File: src/rtl/dbg_el_raise.sv
module dbg_el_raise (
  input  logic        clk,
  input  logic        rst_n,
  input  logic        insn_valid,
  input  logic [31:0] insn,
  input  logic        halted,
  input  logic        el2_present,
  input  logic        el2_enabled,
  input  logic [3:0]  endian_cfg,
  input  logic        lvl_wr,
  input  logic [1:0]  lvl_wdata,
  input  logic        sp_wdata,
  output logic [1:0]  cur_el,
  output logic        sp_dedicated,
  output logic        big_endian,
  output logic        undef_trap,
  output logic        commit,
  output logic [1:0]  clobber_el,
  output logic        clobber_elr,
  output logic        clobber_spsr,
  output logic        clobber_esr,
  output logic        clobber_dbg
);
  localparam logic [10:0] OPC_HI = 11'b11010100101;
  localparam logic [4:0]  OPC_LO = 5'b00010;

  logic       hit, low_el, refuse, go;
  logic [1:0] tgt;

  assign hit    = insn_valid && insn[31:21] == OPC_HI && insn[4:0] == OPC_LO;
  assign low_el = cur_el < 2'd2;
  assign refuse = !halted || !el2_present || (!el2_enabled && low_el);
  assign go     = hit && !refuse;
  assign tgt    = (cur_el == 2'd3) ? 2'd3 : 2'd2;

  always_ff @(posedge clk) begin
    if (!rst_n) begin
      cur_el       <= 2'd3;
      sp_dedicated <= 1'b1;
      big_endian   <= 1'b0;
      undef_trap   <= 1'b0;
      commit       <= 1'b0;
      clobber_el   <= 2'd0;
    end else begin
      undef_trap <= hit && refuse;
      commit     <= go;
      if (go) begin
        cur_el       <= tgt;
        sp_dedicated <= 1'b1;
        big_endian   <= endian_cfg[tgt];
        clobber_el   <= tgt;
      end else if (lvl_wr) begin
        cur_el       <= lvl_wdata;
        sp_dedicated <= sp_wdata;
      end
    end
  end

  assign clobber_elr  = commit;
  assign clobber_spsr = commit;
  assign clobber_esr  = commit;
  assign clobber_dbg  = commit;
endmodule


File: config.mk
export PLATFORM = sky130hd
export DESIGN_NAME = dbg_el_raise
export DESIGN_NICKNAME = d
export VERILOG_FILES = /design/src/rtl/dbg_el_raise.sv
export SDC_FILE = /design/constraint.sdc
export NUM_CORES = 1
export LEC_CHECK = 0
export ABC_AREA = 1
export ABC_CLOCK_PERIOD_IN_PS = 3400
export CAP_MARGIN = 25
export CORE_MARGIN = 4
export CORE_UTILIZATION = 27
export DETAILED_ROUTE_END_ITERATION = 7
export PLACE_DENSITY = 0.83
export SYNTH_ARGS = -nofsm -noshare
export SYNTH_HDL_FRONTEND = slang
export SYNTH_SLANG_ARGS = --single-unit
File: constraint.sdc
create_clock -name clk -period 3.4 [get_ports clk]
set_clock_uncertainty 0.2 [all_clocks]
set_input_delay 0.51 -clock clk [delete_from_list [all_inputs] [get_ports clk]]
set_output_delay 0.51 -clock clk [all_outputs]
set_load 0.1 [all_outputs]
==> run summary <==
The flow ran to the end, and the final reports show no timing, DRC or antenna violations. The worst hold path terminates at clobber_el[1]$_SDFFE_PN0P_. The tightest hold path in the finished design has a slack of about 0.26 ns. The cell area that synthesis handed to floorplanning was ~470 µm².

The clock drives 8 sinks. The first global-routing pass estimated 1994 µm of wire. The transition at the pin with the smallest max-transition slack came out at 0.9725 ns.

Across the run, the number of max-cap violations was 0. Power spread over the standard cell area amounts to between 200 and 300 mW/mm². The via count of the first global-routing pass came out at 493.

The count of port buffers added during placement came out at 39. The highest fanout seen on the critical path is 2. The final-layout setup total negative slack came out at 0 ns. The floorplan step set the die height to 49.58 µm. The top achievable clock speed is 414.3 MHz. Once detailed placement completed, the half-perimeter wirelength came to between 1000 and 1500 µm. The synthesized net count is 115.

The buffer count from post-CTS setup fixing came out at 0. The post-synthesis sequential area ratio is 0.3432. Setup slack closes at 0.9861 ns. The utilization of the core after routing is 0.5357.

The longest clock path from root to sink contains 2 buffers. The cell sitting at the root of the clock tree is a sky130_fd_sc_hd__clkbuf_4. The setup violation total in the final timing report came out at 0. TritonCTS created 3 clock buffers.

The global-route usage over all layers came out at 0.1041. The endpoint identified for the worst register-to-register timing path is cur_el[0]$_SDFFE_PN1P_. The layout overhead on the synthesized area came out at 80.96%.

The worst hold path passes through 2 cells. The routed wire length is 1273 µm. The count of nets left with antenna violations after detail routing is 0. The number of design-rule violations left by the first detailed-router iteration came out at 7.

The wire length per cell after detailed routing is 10.43 µm. The diode insertion count for antenna repair is 0. Setup repair after global routing left no endpoint under its margin.

The die area came out at 0.002458 mm². Clock-pin slew was measured on the worst setup and hold paths at 0.05 ns. The total number of placement rows came out at 14.

For this run, the number of Yosys warnings is 0. On the critical path the largest part of the delay comes from buffers and inverters. The final number of max-transition violations came out at 0.

The maximum single-stage delay on the critical path came out at ~1.1 ns. The number of antenna violations at the first check in global routing is 0. The count of instances resized after the clock tree is built is 0. The floorplan core area came out at 0.001577 mm². The gate count after technology mapping came out at between 60 and 70. OpenSTA, run right after detailed placement, puts the worst setup slack at 1.244 ns.

The initial utilization of the core area, before any placement, comes to 0.2960. The routed design could run at a clock period as short as between 2 and 2.5 ns. The count of unresolved DRC violations after routing is 0.

The design draws approximately 0.00024 W. The worst setup slack for register-to-register paths came out at ~2.1 ns. STA classifies the critical path endpoint as an output pin.

The data arrival time of the critical path came out at between 1.5 and 2 ns. The final layout net count is 154. The placer congestion estimate came out at slightly above 0.7. The worst hold path class is reg -> reg.

Traced cell by cell, the critical path runs through clkdlybuf4s50_1. For this run the aggregate overflow at the end of global routing stands at 0. The startpoint identified for the worst register-to-register timing path is cur_el[1]$_SDFFE_PN1P_.

The number of cells on the worst reg-to-reg path is 5. The max-slew headroom at the worst pin is 0.3496. The level count of the clock H-tree is 1. IR analysis of the VDD net gives a maximum drop of about 0.16 mV. The horizontal die dimension is 49.58 µm. The startpoint identified for the worst hold timing path is clobber_el[1]$_SDFFE_PN0P_. TritonCTS built the clock tree. The analysis attributes to cell leakage a power of 0.3954 nW. The total I/O pin count is 58. The number of synthesized register bits came out at 8. The slowest stage of the critical path belongs to the cell sky130_fd_sc_hd__clkdlybuf4s50_1.

The number of different library cells used by synthesis comes to 13. The mean number of vias per cell came out at 4.459. The clock latency on the worst-skew pair came out at around 0.25 ns.

The quantity of hold-fixing buffers added after cts is 0. Entering global routing, the biggest net connects 10 pins. The count of buffer and inverter cells on the critical path came out at 1.

The critical path required time came out at approximately 2.7 ns. The critical path is of the reg -> out type. The fraction of final layout cells sized beyond drive strength 1 came out at 0.1887. Of the available clock period, the critical path in the final layout requires 0.7100.

The first-pass iteration count of the detailed router is 4. The critical path startpoint category is a flip-flop. The via count of the routed design came out at around 540. The final hold violation count is 0. The average size of a mapped cell came out at 6.764 µm².
flip-flops by register name, indices dropped and copies added, names as in the netlist:
register and count:
undef_trap 1, clobber_el 2, clobber_dbg 1, cur_el 2, big_endian 1, sp_dedicated 1
stage by stage:
| step | std cells | area [µm²] |
|---|---|---|
| after floorplan | 69 | 466.7 |
| after global placement | 119 | 822.0 |
| after detailed placement | 119 | 822.0 |
| after CTS | 122 | 844.6 |
| after global routing | 122 | 844.6 |
| final | 122 | 844.6 |
synthesized netlist by cell type:
master | n | area, µm²
sky130_fd_sc_hd__buf_4 | 4 | 30.03
sky130_fd_sc_hd__buf_2 | 1 | 5.000
sky130_fd_sc_hd__inv_1 | 11 | 41.29
sky130_fd_sc_hd__nand3_1 | 5 | 25.02
sky130_fd_sc_hd__nand4_1 | 4 | 25.02
sky130_fd_sc_hd__nor4_1 | 1 | 6.260
sky130_fd_sc_hd__nand4_2 | 1 | 12.51
sky130_fd_sc_hd__nor2_2 | 6 | 37.54
sky130_fd_sc_hd__o21ai_2 | 1 | 8.760
sky130_fd_sc_hd__nand2_1 | 22 | 82.58
sky130_fd_sc_hd__nand3_4 | 1 | 17.52
sky130_fd_sc_hd__dfxtp_1 | 8 | 160.2
sky130_fd_sc_hd__nor2_1 | 4 | 15.01
report_power, final:
group | switching (W) | internal, W | leakage (nW)
Sequential | 0.00000197 | 0.0000964 | 0.0653
Combinational | 0.0000355 | 0.0000360 | 0.316
Clock | 0.0000307 | 0.0000403 | 0.0138
cells by family after synthesis:
family,Yosys count,synth area share
compound gates,1,0.01877
simple gates,44,0.4745
flops,8,0.3432
buf+inv,16,0.1635
cell type report:
cell class,count,area (µm²)
multi-input combinational,45,230.2
tap,16,20.02
timing repair buffer,39,370.4
inverter,11,41.29
sequential,8,160.2
clock buffer,3,22.52
fill,147,732.0
tightest hold or removal path, cell delays in order, from the launching register on:
cell and delay [ns]:
sky130_fd_sc_hd__dfxtp_1 0.32, sky130_fd_sc_hd__nand2_1 0.06, sky130_fd_sc_hd__o21ai_2 0.05
per-layer routing:
metal,up-vias,wire [µm],global-route usage
li1,288,-,-
met1,233,467,0.09636
met2,20,696,0.1938
met3,3,97,0.05120
met4,0,11,0.03687
met5,-,0,0
worst max-delay path by stage:
stage | startpoint | to | slack (ns) | depth (start not counted)
finish | sp_dedicated$_SDFFE_PP1P_ | sp_dedicated | 0.99 | 1
global placement | clobber_el[0]$_SDFFE_PN0P_ | clobber_el[0] | 1.25 | 1
CTS | undef_trap$_SDFF_PN0_ | undef_trap | 0.96 | 1
floorplan | clobber_dbg$_SDFF_PN0_ | clobber_elr | 1.28 | 1
global route | clobber_el[1]$_SDFFE_PN0P_ | clobber_el[1] | 0.95 | 1
detailed placement | sp_dedicated$_SDFFE_PP1P_ | sp_dedicated | 1.24 | 1
cell usage in the layout, fill, tap and decap left out, types with 3 or more instances in the layout:
| cell | instances |
|---|---|
| sky130_fd_sc_hd__nand2_1 | 22 |
| sky130_fd_sc_hd__clkdlybuf4s50_1 | 31 |
| sky130_fd_sc_hd__nor2_1 | 4 |
| sky130_fd_sc_hd__dfxtp_1 | 8 |
| sky130_fd_sc_hd__clkbuf_4 | 3 |
| sky130_fd_sc_hd__nand3_1 | 5 |
| sky130_fd_sc_hd__buf_4 | 8 |
| sky130_fd_sc_hd__inv_1 | 11 |
| sky130_fd_sc_hd__nand4_1 | 4 |
| sky130_fd_sc_hd__nor2_2 | 6 |
Note: power is estimated with default switching activity, not from simulation.
